<file path="config.mk">
export PLATFORM = sky130hd
export DESIGN_NAME = bitrev_agu
export DESIGN_NICKNAME = d
export VERILOG_FILES = /design/src/rtl/brev_pkg.sv /design/src/rtl/brev_core.sv /design/src/rtl/brev_qualify.sv /design/src/rtl/normal_agu.sv /design/src/rtl/bitrev_agu.sv
export SDC_FILE = /design/constraint.sdc
export NUM_CORES = 1
export LEC_CHECK = 0
export BUFFER_PORTS_ARGS = -buffer_cell sky130_fd_sc_hd__buf_2
export CORE_ASPECT_RATIO = 1.2
export CORE_MARGIN = 2
export CORE_UTILIZATION = 56
export CTS_CLUSTER_DIAMETER = 40
export DETAILED_ROUTE_END_ITERATION = 8
export PLACE_DENSITY = 0.83
export REMOVE_ABC_BUFFERS = 1
export SLEW_MARGIN = 10
export SYNTH_ARGS = -nofsm -noshare
export SYNTH_HDL_FRONTEND = slang
export SYNTH_HIERARCHICAL = 1
export SYNTH_SLANG_ARGS = --single-unit
</file>
<file path="constraint.sdc">
create_clock -name clk -period 0.8 [get_ports clk]
set_input_delay 0.08 -clock clk [delete_from_list [all_inputs] [get_ports clk]]
set_output_delay 0.08 -clock clk [all_outputs]
set_load 0.01 [all_outputs]
</file>
<file path="src/rtl/brev_pkg.sv">
package brev_pkg;

  typedef enum logic [2:0] {
    AM_IND     = 3'd0,
    AM_POSTDEC = 3'd1,
    AM_POSTINC = 3'd2,
    AM_PREDEC  = 3'd3,
    AM_PREINC  = 3'd4,
    AM_OFS     = 3'd5
  } agu_mode_e;

  // Mask covering the pivot's highest set bit and every bit below it.
  function automatic logic [14:0] span_mask(input logic [14:0] piv);
    logic [14:0] m;
    m = '0;
    for (int i = 0; i < 15; i++) begin
      if (piv[i]) m = 15'((32'd2 << i) - 32'd1);
    end
    return m;
  endfunction

endpackage

</file>
<file path="src/rtl/brev_core.sv">
module brev_core #(
  parameter int IW = 15
) (
  input  logic [IW-1:0] idx,
  input  logic [IW-1:0] modifier,
  output logic [IW-1:0] sum
);
  logic [IW-1:0] idx_r, mod_r, sum_r;

  // Mirror both operands, add with an ordinary carry, then mirror back.
  // In the original bit order this carries from the top bit downward.
  for (genvar g = 0; g < IW; g++) begin : g_mirror
    assign idx_r[g] = idx[IW-1-g];
    assign mod_r[g] = modifier[IW-1-g];
    assign sum[g]   = sum_r[IW-1-g];
  end

  assign sum_r = idx_r + mod_r;
endmodule

</file>
<file path="src/rtl/brev_qualify.sv">
module brev_qualify #(
  parameter int AW     = 16,
  parameter int SELW   = 4,
  parameter int SP_IDX = 15
) (
  input  logic            rev_en,
  input  logic            is_write,
  input  logic            is_byte,
  input  logic [2:0]      mode,
  input  logic [SELW-1:0] sel,
  input  logic [AW-2:0]   pivot,
  input  logic [AW-1:0]   buf_base,
  output logic            active,
  output logic            post,
  output logic            cfg_err
);
  import brev_pkg::*;
  localparam int IW = AW - 1;
  localparam int BW = IW + 2;

  logic          inc_mode;
  logic          piv_pow2;
  logic [BW-1:0] buf_bytes;
  logic [BW-1:0] base_mask;
  logic [BW-1:0] base_ext;

  assign inc_mode = (mode == AM_POSTINC) || (mode == AM_PREINC);
  assign active   = rev_en && is_write && !is_byte && inc_mode &&
                    (sel != SELW'(SP_IDX));
  assign post     = (mode == AM_POSTINC);

  // Buffer size in bytes is four times the pivot; its start must be aligned to it.
  assign piv_pow2  = (pivot != '0) && ((pivot & (pivot - 1'b1)) == '0);
  assign buf_bytes = {pivot, 2'b00};
  assign base_mask = buf_bytes - 1'b1;
  assign base_ext  = BW'(buf_base);
  assign cfg_err   = active && (!piv_pow2 || ((base_ext & base_mask) != '0));
endmodule

</file>
<file path="src/rtl/normal_agu.sv">
module normal_agu #(
  parameter int AW = 16
) (
  input  logic [AW-1:0] ptr,
  input  logic [AW-1:0] ofs,
  input  logic [2:0]    mode,
  input  logic          is_byte,
  output logic [AW-1:0] ea,
  output logic [AW-1:0] wb,
  output logic          wb_en
);
  import brev_pkg::*;
  logic [AW-1:0] step, up, dn;

  assign step = is_byte ? AW'(1) : AW'(2);
  assign up   = ptr + step;
  assign dn   = ptr - step;

  always_comb begin
    ea    = ptr;
    wb    = ptr;
    wb_en = 1'b0;
    case (mode)
      AM_POSTDEC: begin wb = dn; wb_en = 1'b1; end
      AM_POSTINC: begin wb = up; wb_en = 1'b1; end
      AM_PREDEC:  begin ea = dn; wb = dn; wb_en = 1'b1; end
      AM_PREINC:  begin ea = up; wb = up; wb_en = 1'b1; end
      AM_OFS:     ea = ptr + ofs;
      default:    ;
    endcase
  end
endmodule

</file>
<file path="src/rtl/bitrev_agu.sv">
module bitrev_agu #(
  parameter int AW     = 16,
  parameter int SELW   = 4,
  parameter int SP_IDX = 15
) (
  input  logic            clk,
  input  logic            rst_n,
  input  logic            in_valid,
  input  logic            in_is_write,
  input  logic            in_is_byte,
  input  logic [2:0]      in_mode,
  input  logic [SELW-1:0] in_sel,
  input  logic [AW-1:0]   in_ptr,
  input  logic [AW-1:0]   in_ofs,
  input  logic            in_rev_en,
  input  logic [AW-2:0]   in_pivot,
  input  logic [AW-1:0]   in_buf_base,
  output logic            out_valid,
  output logic [AW-1:0]   out_ea,
  output logic [AW-1:0]   out_wb,
  output logic            out_wb_en,
  output logic            out_rev_active,
  output logic            out_mod_inhibit,
  output logic            out_cfg_err
);
  import brev_pkg::*;
  localparam int IW = AW - 1;

  logic          act_w, post_w, err_w;
  logic [IW-1:0] sum_w;
  logic [AW-1:0] n_ea, n_wb;
  logic          n_wb_en;
  logic [AW-1:0] nx_ea, nx_wb;
  logic          nx_wb_en;

  brev_qualify #(.AW(AW), .SELW(SELW), .SP_IDX(SP_IDX)) u_qual (
    .rev_en(in_rev_en), .is_write(in_is_write), .is_byte(in_is_byte),
    .mode(in_mode), .sel(in_sel), .pivot(in_pivot), .buf_base(in_buf_base),
    .active(act_w), .post(post_w), .cfg_err(err_w)
  );

  brev_core #(.IW(IW)) u_core (
    .idx(in_ptr[AW-1:1]), .modifier(in_pivot), .sum(sum_w)
  );

  normal_agu #(.AW(AW)) u_norm (
    .ptr(in_ptr), .ofs(in_ofs), .mode(in_mode), .is_byte(in_is_byte),
    .ea(n_ea), .wb(n_wb), .wb_en(n_wb_en)
  );

  always_comb begin
    if (act_w) begin
      nx_wb    = {sum_w, 1'b0};
      nx_ea    = post_w ? {in_ptr[AW-1:1], 1'b0} : {sum_w, 1'b0};
      nx_wb_en = 1'b1;
    end else begin
      nx_wb    = n_wb;
      nx_ea    = n_ea;
      nx_wb_en = n_wb_en;
    end
  end

  always_ff @(posedge clk or negedge rst_n) begin
    if (!rst_n) begin
      out_valid       <= 1'b0;
      out_ea          <= '0;
      out_wb          <= '0;
      out_wb_en       <= 1'b0;
      out_rev_active  <= 1'b0;
      out_mod_inhibit <= 1'b0;
      out_cfg_err     <= 1'b0;
    end else begin
      out_valid       <= in_valid;
      out_ea          <= nx_ea;
      out_wb          <= nx_wb;
      out_wb_en       <= nx_wb_en;
      out_rev_active  <= act_w;
      out_mod_inhibit <= act_w;
      out_cfg_err     <= err_w;
    end
  end

  // the valid flag trails the request by one edge.
  assert_valid_latency_R10: assert property (@(posedge clk) disable iff (!rst_n)
    in_valid |=> out_valid);

  // a reversed result only follows a qualifying request.
  assert_active_qualified_R1: assert property (@(posedge clk) disable iff (!rst_n)
    out_rev_active |-> $past(in_rev_en && in_is_write && !in_is_byte &&
                             (in_sel != SELW'(SP_IDX))));

  // byte accesses never take the reversed path.
  assert_byte_normal_R2: assert property (@(posedge clk) disable iff (!rst_n)
    $past(in_is_byte) |-> !out_rev_active);

  // reversed addresses are always word aligned.
  assert_word_aligned_R5: assert property (@(posedge clk) disable iff (!rst_n)
    out_rev_active |-> (out_ea[0] == 1'b0) && (out_wb[0] == 1'b0) && out_wb_en);

  // the reverse-carry adder leaves bits above the pivot untouched.
  assert_upper_kept_R7: assert property (@(posedge clk) disable iff (!rst_n)
    (act_w && $onehot(in_pivot)) |->
      (((sum_w ^ in_ptr[AW-1:1]) & ~span_mask(in_pivot)) == '0));

  // modulo suppression tracks the previous cycle's qualification.
  assert_inhibit_R8: assert property (@(posedge clk) disable iff (!rst_n)
    act_w |=> out_mod_inhibit);
endmodule

</file>
==> results of run 1 <==
==> cell families after synthesis <==
group / count (synthesis) / share of synthesized area [%]
flops: 36 / 18.8
compound gates: 159 / 22.5
fa+ha+maj: 51 / 13.9
mux: 32 / 7.07
xor+xnor: 50 / 9.14
buf+inv: 52 / 5.27
simple gates: 206 / 23.3
==> metrics by stage <==
step / setup WS (ns) / TNS [ns] / instances / hold WS [ns] / instance area (um^2)
3_5_place_dp: -2.25 / -47.72 / 953 / 0.0669 / 6670
3_3_place_gp: -2.16 / -45.71 / 953 / 0.0548 / 6670
2_1_floorplan: -1.92 / -43.57 / 554 / -0.216 / 4620
==> synthesized netlist by cell type (all sizes together), types with 15 or more instances <==
library cell	n
mux2i	17
xor2	19
a21oi	53
inv	20
o21ai	25
dfrtp	36
nand2b	16
nor2	49
buf	15
xnor2	31
mux2	15
nand2	39
ha	47
nand3	19
clkbuf	17
==> qor.txt, run 1 <==
Outcome -> aborted with a tool error
Stopped at -> clock tree synthesis
First Error -> [ERROR DPL-0033] detailed placement checks failed during check placement.
Num CTS Buffers -> 5
Synth cell types -> 77
Die H -> 105 um
GPL Wtd Cong -> 1.01
H-tree Lvls -> 2
Syn Inst Count -> 586
Synth area leaders -> dfrtp_1 19%, ha_1 12%, xnor2_1 5.7%, a21oi_1 5.3%, nor2_1 3.8%
Clk root buf -> clkbuf_8
EDFF count, synth -> 0
Yosys reg bits -> 36
Top_reg_cell synth -> dfrtp_1
Mean area per synthesized cell -> 8.18 um^2
Post-CTS setup buffers -> 41
Resized Gates After CTS -> 202
Cell taking the most area after synthesis -> dfrtp_1
Hpwl dp -> 14800 um
IO Count -> 113
Sequential area share after synthesis -> 18.8%
Asr flop ratio synth -> 100%
Share of the synthesized area in the top cell type -> 18.8%
Initial Util -> 58.5%
Clk sinks -> 36
YS warnings -> 6
Rows -> 36
Port bufs -> 112
# hold bufs at CTS -> 2
Syn Std Cell Area -> 4790 um^2
Max Root-Sink Buffers -> 2
Die W -> 88.5 um
==> run 2, diff against run 1 <==
CORE_ASPECT_RATIO = not set   (was 1.2)
CORE_UTILIZATION = 40   (was 56)
CTS_CLUSTER_DIAMETER = not set   (was 40)
PLACE_DENSITY = not set   (was 0.83)
PLACE_DENSITY_LB_ADDON = 0.15   (was not set)
==> run 2 against run 1 <==
The flow now finishes, with violations (setup timing). Area after synthesis unchanged. Synthesized cell count unchanged.
==> qor.txt, run 2 <==
Outcome -> finished, violations left (was aborted with a tool error)
Failing checks -> setup timing
Post-synthesis simple-gate area fraction -> 23.3% (unchanged)
Ant. Diodes -> 0
Fin. Hold Viols -> 0
Max Root-Sink Buffers -> 2 (unchanged)
CP max FO -> 2
Final instance area -> 8470 um^2
Max_slew headroom -> 57.9%
Syn Std Cell Area -> 4790 um^2 (unchanged)
Nets -> 1015
Die area -> 12900 um^2
Initial Util -> 41.4% (was 58.5%)
Cell repeated most along the worst path -> or3_1
Hold depth -> 3
Post-synth top cells -> 51 x a21oi_1, 49 x nor2_1, 47 x ha_1 (unchanged)
Critical path, cell by cell -> buf_6 -> or4_4 -> or3_1 -> or3_1 -> ha_2 -> nor4_2 -> o221ai_1 -> or4_1 -> o31a_1
YS warnings -> 6 (unchanged)
Mean area per synthesized cell -> 8.18 um^2 (unchanged)
Fin Setup TNS -> -33.18 ns
Startpoint class of the critical path -> input port
Critical path class -> input port to flip-flop
Synth cell types -> 77 (unchanged)
Largest regs -> out_ea (16), out_wb (16)
CP max stage delay -> 0.54 ns
Drt total wl -> 20100 um
Port bufs -> 112 (unchanged)
Clk root buf -> clkbuf_16 (was clkbuf_8)
Post-layout min period -> 2.55 ns
Worst EP arrival -> 2.72 ns
Die H -> 113 um (was 105 um)
Post-Synth Adder-Cell Area -> 13.9% (unchanged)
Sequential area share after synthesis -> 18.8% (unchanged)
Synth area leaders -> dfrtp_1 19%, ha_1 12%, xnor2_1 5.7%, a21oi_1 5.3%, nor2_1 3.8% (unchanged)
Slew Viols, Final -> 0
Final Hold Slack -> 0.176 ns
Max layer used -> met4
Final ANT Viol Nets -> 0
GPL Wtd Cong -> 0.922 (was 1.01)
First-pass GRT wire length -> 30700 um
H-tree Lvls -> 2 (unchanged)
Compound-Gate Fraction of Synth Area -> 22.5% (unchanged)
Post-Layout Cell Count -> 1031
Fmax -> 392 MHz
Cells after DPL -> 989 (was 953)
Cell taking the most area after synthesis -> dfrtp_1 (unchanged)
Asr flop ratio synth -> 100% (unchanged)
DR pass1 iterations -> 5
Placed cell area -> 6760 um^2 (was 6670 um^2)
Hpwl dp -> 14500 um (was 14800 um)
# DRC -> 0
Final Setup Violations -> 72
Pleak -> 3.80 nW
Initial DRC Count -> 469
Num CTS Buffers -> 5 (unchanged)
Critical Path Sink Type -> flip-flop
Clk sinks -> 36 (unchanged)
Yosys reg bits -> 36 (unchanged)
WHS Endpoint -> out_wb[15]$_DFF_PN0_
Syn-to-layout area delta -> 76.7%
Critical-path top delay cell -> or4_1
Syn Inst Count -> 586 (unchanged)
Via count -> 5813
Final cycle utilization of the critical path -> 319%
Reg clk slew, reported paths -> 0.06 ns
Met2 wire len -> 9830 um
Startpoint of the worst hold path -> in_pivot[14]
CTS tree -> done
RSZ-0062 raised after global routing -> true
Vias/cell -> 5.64
Req. time, crit path -> 0.97 ns
Worst VDD drop -> 0.967 mV
Core area -> 11600 um^2
Rows -> 39 (was 36)
Top_reg_cell synth -> dfrtp_1 (unchanged)
Initial antenna violation count -> 0
Worst slack, placed -> -2.27 ns (was -2.25 ns)
WL met1 -> 8870 um
Cell area power density -> 1050 nW/um^2
Mux share of post-synthesis cell area -> 7.07% (unchanged)
Max_cap viols -> 0
Vias in the first global route -> 5811
GRT Residual Overflow -> 0
Die W -> 113 um (was 88.5 um)
Setup slack after layout -> -1.75 ns
Most common cell after layout, fill and taps aside -> buf_4
Post-Synth XOR/XNOR Area -> 9.14% (unchanged)
IO Count -> 113 (unchanged)
Worst-Margin Slew -> 0.630 ns
GRT Util Overall -> 30.2%
Layout cell share with drive strength beyond 1 -> 55.6%
Largest family of logic cells by synthesized area -> simple AND/OR/NAND/NOR gates (unchanged)
EDFF count, synth -> 0 (unchanged)
Most frequent cells in the layout -> 176 x buf_4, 89 x buf_2, 43 x buf_6, 37 x nor2_1, 36 x dfrtp_1
DR WL/cell -> 19.5 um
HP Class -> input port to flip-flop
Largest net degree at the start of global routing -> 37
Share of the synthesized area in the top cell type -> 18.8% (unchanged)
Length of routed met3 wiring -> 995 um
Most common cell in the netlist -> a21oi_1 (unchanged)
run 2: cell counts after synthesis:
No cell type changed its count.
run 2: stage by stage:
| step | util [%] | power, W |
|---|---|---|
| 2_1_floorplan | - | 0.00390 |
| 3_3_place_gp | 58.5 | 0.00582 |
| 3_5_place_dp | 58.5 | 0.00587 |
| 4_1_cts | 69.8 | 0.00850 |
| 5_1_grt | 73.2 | 0.00939 |
| 6_report | 73.2 | 0.00891 |
run 2: critical path, delay by kind of cell:
family                     cells  cell delay (ns)
and+or+nand+nor                5             1.96
AOI/OAI and AO/OA              2             0.40
adders and majority gates      1             0.18
buffers and inverters          1             0.09
run 2: cell families after synthesis:
logic type / after synthesis
AO/OA/AOI/OAI: 159
multiplexers: 32
buffers and inverters: 52
flip-flops: 36
AND/OR/NAND/NOR: 206
adder cells (fa/ha/maj): 51
XOR/XNOR: 50
run 2: timing repair:
item,CTS,global route
hold buffers,2,0
pin swaps,92,62
endpoints found under the hold margin,37,0
setup endpoints to repair,72,72
gates resized for setup,205,60
gates cloned,1,0
setup buffers,28,10
run 2: layout make-up:
type,instances,area [um^2]
repair buffers,327,2570
well taps,143,179
multi-input cells,498,4610
fillers,875,3100
clock inverters,1,5.00
flip-flops and latches,36,901
inverters,20,77.6
clock buffers,6,129
run 2: worst max-delay path by stage:
stage                 from                     to  slack, ns
3_5_place_dp   in_pivot[6]  out_cfg_err$_DFF_PN0_      -2.27
2_1_floorplan  in_pivot[6]  out_cfg_err$_DFF_PN0_      -1.92
5_1_grt        in_pivot[9]  out_cfg_err$_DFF_PN0_      -1.79
3_3_place_gp   in_pivot[6]  out_cfg_err$_DFF_PN0_      -2.11
6_report       in_pivot[9]  out_cfg_err$_DFF_PN0_      -1.75
4_1_cts        in_pivot[9]  out_cfg_err$_DFF_PN0_      -1.74
run 2: routing by layer:
metal / track usage [%] / vias up
li1: - / 2785
met1: 40.8 / 2813
met2: 51.3 / 191
met3: 4.68 / 24
met4: 6.34 / 0
met5: 0 / -
run 2: power breakdown:
part | internal [W] | total (W) | switching (W)
logic | 0.00254 | 0.00500 | 0.00246
registers | 0.00200 | 0.00206 | 0.0000563
clock network | 0.00113 | 0.00185 | 0.000717
total | 0.00567 | 0.00891 | 0.00323
No activity file was read; power rests on OpenSTA's default activity.
==> run 3, diff against run 2 <==
ABC_AREA = 1   (was not set)
CTS_CLUSTER_SIZE = 16   (was not set)
==> run 3 against run 2 <==
The flow still finishes with violations (setup timing). Largest cell class unchanged. Maximum frequency is 71% higher. Die area grew 19%. Cell count is 38% higher. Sequential share of layout area shrank 1.0 points. Clock-buffer cell count fell by 1. Combinational power rose by 11%. Sequential cell count stayed put.
==> qor.txt, run 3 <==
DR WL/cell -> 15.4 um (was 19.5 um)
Design Power -> 0.00998 W (was 0.00891 W)
Die H -> 124 um (was 113 um)
Most frequent cells in the layout -> 293 x nand2_1, 147 x buf_4, 139 x inv_1, 77 x buf_2, 58 x nor2_1 (was 176 x buf_4, 89 x buf_2, 43 x buf_6, 37 x nor2_1, 36 x dfrtp_1)
Synth cell types -> 45 (was 77)
Ant. Diodes -> 0 (unchanged)
Worst VDD drop -> 0.940 mV (was 0.967 mV)
H-tree Lvls -> 2 (unchanged)
Syn-to-layout area delta -> 63.9% (was 76.7%)
Sequential area share after synthesis -> 15.8% (was 18.8%)
Final Setup Violations -> 70 (was 72)
YS warnings -> 6 (unchanged)
Core area -> 13900 um^2 (was 11600 um^2)
Worst EP arrival -> 1.67 ns (was 2.72 ns)
Most common cell after layout, fill and taps aside -> nand2_1 (was buf_4)
Initial Util -> 41.0% (was 41.4%)
Top_reg_cell synth -> dfrtp_1 (unchanged)
Num CTS Buffers -> 5 (unchanged)
# fillers -> 1200 (was 875)
Post-synth top cells -> 357 x nand2_1, 155 x inv_1, 93 x nand3_1 (was 51 x a21oi_1, 49 x nor2_1, 47 x ha_1)
Vias in the first global route -> 6544 (was 5811)
Syn Inst Count -> 970 (was 586)
Asr flop ratio synth -> 100% (unchanged)
DR pass1 iterations -> 5 (unchanged)
Via count -> 7116 (was 5813)
Synth area leaders -> nand2_1 23%, dfrtp_1 16%, ha_1 10%, inv_1 10%, nand3_1 8.1% (was dfrtp_1 19%, ha_1 12%, xnor2_1 5.7%, a21oi_1 5.3%, nor2_1 3.8%)
Failing checks -> setup timing (unchanged)
Share of the synthesized area in the top cell type -> 23.4% (was 18.8%)
CP max FO -> 5 (was 2)
Mean area per synthesized cell -> 5.89 um^2 (was 8.18 um^2)
Initial DRC Count -> 530 (was 469)
EDFF count, synth -> 0 (unchanged)
Die W -> 124 um (was 113 um)
Critical path, cell by cell -> buf_6 -> buf_4 -> nor2_4 -> nand2_4 -> nor2_8 -> inv_1 -> ha_1 -> inv_1 -> nand2_1 -> nand4_1 -> nor2_2 -> nand3_2 -> nor2_1 -> nor2_1 (was buf_6 -> or4_4 -> or3_1 -> or3_1 -> ha_2 -> nor4_2 -> o221ai_1 -> or4_1 -> o31a_1)
Outcome -> finished, violations left (unchanged)
Initial antenna violation count -> 0 (unchanged)
Slew Viols, Final -> 0 (unchanged)
Post-layout min period -> 1.49 ns (was 2.55 ns)
Fin. Hold Viols -> 0 (unchanged)
Clk root buf -> clkbuf_16 (unchanged)
Setup slack after layout -> -0.690 ns (was -1.75 ns)
Pleak -> 4.88 nW (was 3.80 nW)
Vias/cell -> 5.01 (was 5.64)
HP Class -> input port to flip-flop (unchanged)
Cell area power density -> 1070 nW/um^2 (was 1050 nW/um^2)
Reg clk slew, reported paths -> 0.06 ns (about the same)
CTS tree -> done (unchanged)
Worst-Margin Slew -> 0.369 ns (was 0.630 ns)
Rows -> 43 (was 39)
Die area -> 15300 um^2 (was 12900 um^2)
Req. time, crit path -> 0.98 ns (was 0.97 ns)
Port bufs -> 112 (unchanged)
Layout cell share with drive strength beyond 1 -> 45.6% (was 55.6%)
Drt total wl -> 21900 um (was 20100 um)
Largest regs -> out_ea (16), out_wb (16) (unchanged)
Final ANT Viol Nets -> 0 (unchanged)
GRT Util Overall -> 27.8% (was 30.2%)
RSZ-0062 raised after global routing -> true (unchanged)
IO Count -> 113 (unchanged)
Largest net degree at the start of global routing -> 46 (was 37)
Fmax -> 671 MHz (was 392 MHz)
Critical-path top delay cell -> ha_1 (was or4_1)
First-pass GRT wire length -> 32700 um (was 30700 um)
Startpoint class of the critical path -> input port (unchanged)
Max_cap viols -> 0 (unchanged)
Nets -> 1366 (was 1015)
Most common cell in the netlist -> nand2_1 (was a21oi_1)
CP max stage delay -> 0.27 ns (was 0.54 ns)
GRT Residual Overflow -> 0 (unchanged)
Critical path class -> input port to flip-flop (unchanged)
Critical Path Sink Type -> flip-flop (unchanged)
Hpwl dp -> 16000 um (was 14500 um)
Cell taking the most area after synthesis -> nand2_1 (was dfrtp_1)
Max Root-Sink Buffers -> 2 (unchanged)
Final Util -> 67.3% (was 73.2%)
# DRC -> 0 (unchanged)
Syn Std Cell Area -> 5720 um^2 (was 4790 um^2)
Clk sinks -> 36 (unchanged)
GPL Wtd Cong -> 0.939 (was 0.922)
Final cycle utilization of the critical path -> 186% (was 319%)
Yosys reg bits -> 36 (unchanged)
Max_slew headroom -> 75.1% (was 57.9%)
[run 3: cell count changes after synthesis, moves of 13 or more]
cell,before,now
nand2_1,39,357
inv_1,18,155
nand3_1,19,93
a21oi_1,51,18
nor2_1,49,76
xnor2_1,31,4
mux2i_1,17,0
clkbuf_1,17,1
nand2b_1,16,0
inv_2,2,17
mux2_2,15,0
nand4_1,9,22
[run 3: path summary, 6_finish.rpt]
check,end,from,cells past startpoint,slack [ns]
max in group asynchronous,out_cfg_err$_DFF_PN0_,rst_n,3,0.31
worst max-delay path,out_cfg_err$_DFF_PN0_,in_pivot[2],14,-0.69
min in group asynchronous,out_wb[0]$_DFF_PN0_,rst_n,3,0.29
worst min-delay path,out_wb[15]$_DFF_PN0_,in_ptr[15],4,0.18
[run 3: worst max-delay path: cells and delay by family]
| family | cells | cell delay, ns |
|---|---|---|
| simple gates | 9 | 0.97 |
| buf+inv | 4 | 0.35 |
| fa+ha+maj | 1 | 0.27 |
[run 3: metrics by stage]
step           area (um^2)  hold WS (ns)  cells  setup WS (ns)  TNS, ns
2_1_floorplan         5520        -0.216    947          -1.43   -48.15
3_3_place_gp          7480        0.0653   1385          -1.02   -30.68
3_5_place_dp          7480        0.0659   1385          -1.05   -31.35
4_1_cts               8860         0.177   1412         -0.617   -17.65
5_1_grt               9370         0.189   1420         -0.805   -24.33
6_report              9370         0.182   1420         -0.690   -20.91
[run 3: timing repair]
| action | CTS | global route |
|---|---|---|
| resized for setup | 236 | 111 |
| buffers inserted | 18 | 9 |
| hold buffers | 2 | 0 |
| setup endpoints to repair | 72 | 72 |
| pin swaps | 97 | 77 |
| endpoints found under the hold margin | 37 | 0 |
[run 3: metal layers]
layer | up-vias | wire [um] | part of all wire [%] | GRT usage (%)
met4 | 0 | 830 | 3.8 | 9.38
met5 | - | 0 | 0 | 0
met1 | 3243 | 9480 | 43 | 37.4
met2 | 242 | 10300 | 47 | 45.8
li1 | 3578 | - | - | -
met3 | 53 | 1340 | 6.1 | 3.46
[run 3: cells by family after synthesis]
| kind of cell | after synthesis | share of synthesized area, % |
|---|---|---|
| compound gates | 65 | 7.75 |
| fa+ha+maj | 51 | 11.7 |
| simple gates | 600 | 46.4 |
| buf+inv | 197 | 15.1 |
| xor+xnor | 21 | 3.35 |
| flops | 36 | 15.8 |
[run 3: cell type report]
class / instances / area [um^2] / area share (%)
multi-input combinational: 737 / 5090 / 54.3
sequential: 36 / 901 / 9.61
timing repair buffer: 285 / 2280 / 24.4
tap: 180 / 225 / 2.40
clock buffer: 5 / 125 / 1.34
inverter: 174 / 702 / 7.49
clock inverter: 3 / 42.5 / 0.454
[run 3: where the power goes]
part / internal [W] / leakage (nW) / switching [W] / total, W
Sequential: 0.00203 / 0.433 / 0.0000969 / 0.00213
Combinational: 0.00256 / 4.36 / 0.00299 / 0.00555
Clock: 0.00147 / 0.0798 / 0.000842 / 0.00231
==> run 4, diff against run 3 <==
CORE_UTILIZATION = 25   (was 40)
CTS_BUF_LIST = sky130_fd_sc_hd__clkbuf_8   (was not set)
==> run 4 against run 3 <==
Clock power is 27% lower. Clock-buffer cell count stayed put. Global-route usage is 9.6 points lower. Highest routed layer unchanged. Sequential share of layout area is 0.17 points lower. The run still ends with setup timing left. Setup slack worse by 0.00072 ns. Worst hold slack worse by 0.040 ns. Sequential power hardly changed. Design area is 1.8% higher. Via count is 4.7% lower. Critical path depth is 1 higher. Sequential cell count stayed put.
==> qor.txt, run 4 (synthesis results as in run 3) <==
Slew Viols, Final -> 0 (unchanged)
Vias/cell -> 4.46 (was 5.01)
Ant. Diodes -> 0 (unchanged)
Worst VDD drop -> 0.529 mV (was 0.940 mV)
Initial DRC Count -> 315 (was 530)
Vias in the first global route -> 6477 (was 6544)
Final cycle utilization of the critical path -> 186% (about the same)
Final Setup Violations -> 69 (was 70)
Max Root-Sink Buffers -> 2 (unchanged)
Failing checks -> setup timing (unchanged)
Most Used Layer, Global Route -> met2 (unchanged)
Clk sinks -> 36 (unchanged)
CP delay by family, top -> simple AND/OR/NAND/NOR gates (unchanged)
Clk root buf -> clkbuf_8 (was clkbuf_16)
Grt met2 use -> 31.1% (was 45.8%)
Nets -> 1361 (was 1366)
Syn-to-layout area delta -> 67.0% (was 63.9%)
GR Util met3 -> 2.17% (was 3.46%)
Worst EP arrival -> 1.69 ns (was 1.67 ns)
CP max FO -> 5 (unchanged)
Hpwl dp -> 17400 um (was 16000 um)
Largest regs -> out_ea (16), out_wb (16) (unchanged)
Fmax -> 671 MHz (about the same)
H-tree Lvls -> 2 (unchanged)
Port bufs -> 112 (unchanged)
Die area -> 24100 um^2 (was 15300 um^2)
DR WL/cell -> 14.6 um (was 15.4 um)
CP max stage delay -> 0.19 ns (was 0.27 ns)
Setup slack after layout -> -0.691 ns (was -0.690 ns)
Fin Setup TNS -> -20.29 ns (was -20.91 ns)
Fin. Hold Viols -> 0 (unchanged)
Worst Setup SP -> in_pivot[0] (was in_pivot[2])
Cell area power density -> 975 nW/um^2 (was 1070 nW/um^2)
CP Depth -> 15 (was 14)
Max_cap viols -> 0 (unchanged)
GRT Util Overall -> 18.1% (was 27.8%)
Initial antenna violation count -> 0 (unchanged)
Worst-Margin Slew -> 0.398 ns (was 0.369 ns)
Final ANT Viol Nets -> 0 (unchanged)
Outcome -> finished, violations left (unchanged)
Most frequent cells in the layout -> 294 x nand2_1, 141 x inv_1, 137 x buf_4, 83 x buf_2, 53 x nor2_1 (was 293 x nand2_1, 147 x buf_4, 139 x inv_1, 77 x buf_2, 58 x nor2_1)
Die W -> 155 um (was 124 um)
Die H -> 155 um (was 124 um)
Most common cell after layout, fill and taps aside -> nand2_1 (unchanged)
Worst setup endpoint -> out_cfg_err$_DFF_PN0_ (unchanged)
Layout cell share with drive strength beyond 1 -> 46.1% (was 45.6%)
# DRC -> 0 (unchanged)
Pleak -> 4.89 nW (was 4.88 nW)
RSZ-0062 raised after global routing -> true (unchanged)
Final Util -> 42.3% (was 67.3%)
DR pass1 iterations -> 7 (was 5)
Critical-path top delay cell -> ha_2 (was ha_1)
Rows -> 55 (was 43)
IO Count -> 113 (unchanged)
Initial Util -> 25.3% (was 41.0%)
Critical path, cell by cell -> buf_2 -> inv_1 -> ha_2 -> nand2_2 -> nor2_8 -> nand3_1 -> ha_1 -> nor2_1 -> nand2_1 -> nor2_1 -> nand2_1 -> nor2_2 -> nand3_2 -> nor2_2 -> nor2_1 (was buf_6 -> buf_4 -> nor2_4 -> nand2_4 -> nor2_8 -> inv_1 -> ha_1 -> inv_1 -> nand2_1 -> nand4_1 -> nor2_2 -> nand3_2 -> nor2_1 -> nor2_1)
Max_slew headroom -> 73.4% (was 75.1%)
HP Class -> input port to asynchronous set/reset pin (was input port to flip-flop)
Post-layout min period -> 1.49 ns (about the same)
First-pass GRT wire length -> 34400 um (was 32700 um)
Critical path class -> input port to flip-flop (unchanged)
CTS tree -> done (unchanged)
Cell repeated most along the worst path -> nor2_1
Via count -> 6780 (was 7116)
Worst slack, placed -> -1.16 ns (was -1.05 ns)
GRT Residual Overflow -> 0 (unchanged)
GR Util met1 -> 24.9% (was 37.4%)
Worst path bufs/invs -> 2 (was 4)
Num CTS Buffers -> 5 (unchanged)
Startpoint class of the critical path -> input port (unchanged)
Reg clk slew, reported paths -> 0.08 ns (was 0.06 ns)
Largest net degree at the start of global routing -> 46 (unchanged)
Critical Path Sink Type -> flip-flop (unchanged)
Req. time, crit path -> 1.00 ns (was 0.98 ns)
Drt total wl -> 22100 um (was 21900 um)
Core area -> 22600 um^2 (was 13900 um^2)
GPL Wtd Cong -> 0.866 (was 0.939)
[run 4: cell count changes in the layout (fill, tap and decap cells not counted), moves of 6 or more]
| cell | previous run | this run |
|---|---|---|
| buf_4 | 147 | 137 |
| nand2_2 | 57 | 49 |
| buf_2 | 77 | 83 |
| nand2_4 | 15 | 21 |
[run 4: area by class of cell]
type	instances	area (um^2)
Sequential cell	36	901
Timing Repair Buffer	280	2230
Multi-Input combinational cell	737	5230
Fill cell	2388	13000
Clock inverter	3	42.5
Clock buffer	5	68.8
Tap cell	285	357
Inverter	174	711
[run 4: metrics by stage]
stage,total power [W],std cells,hold WS [ns],area [um^2]
2_1_floorplan,0.00436,947,-0.216,5520
3_3_place_gp,0.00640,1485,-0.0702,7620
3_5_place_dp,0.00639,1485,-0.0705,7620
4_1_cts,0.00900,1510,0.143,8980
5_1_grt,0.0100,1520,0.153,9540
6_report,0.00930,1520,0.142,9540
[run 4: per-layer routing]
metal,share of wire [%],vias up
li1,-,3553
met1,48,3087
met2,47,122
met3,3.4,18
met4,1.5,0
met5,0,-
[run 4: power breakdown]
part / leakage [nW] / internal, W / switching [W]
logic: 4.40 / 0.00255 / 0.00295
clock network: 0.0541 / 0.000923 / 0.000764
registers: 0.433 / 0.00203 / 0.0000973
[run 4: repair_timing]
item | CTS | global route
endpoints found under the setup margin | 71 | 72
endpoints found under the hold margin | 37 | 0
setup buffers | 21 | 16
resized for setup | 253 | 118
pin swaps | 112 | 83
hold buffers | 2 | 0
[run 4: worst min path at each step]
| stage | start | end | slack [ns] | depth (start not counted) |
|---|---|---|---|---|
| after CTS | rst_n | out_wb[0]$_DFF_PN0_ | 0.14 | 2 |
| after detailed placement | rst_n | out_wb[0]$_DFF_PN0_ | -0.07 | 1 |
| after global routing | rst_n | out_wb[0]$_DFF_PN0_ | 0.15 | 2 |
| final | rst_n | out_wb[0]$_DFF_PN0_ | 0.14 | 2 |
| after floorplan | rst_n | out_cfg_err$_DFF_PN0_ | -0.22 | 0 |
| after global placement | rst_n | out_wb[0]$_DFF_PN0_ | -0.07 | 1 |
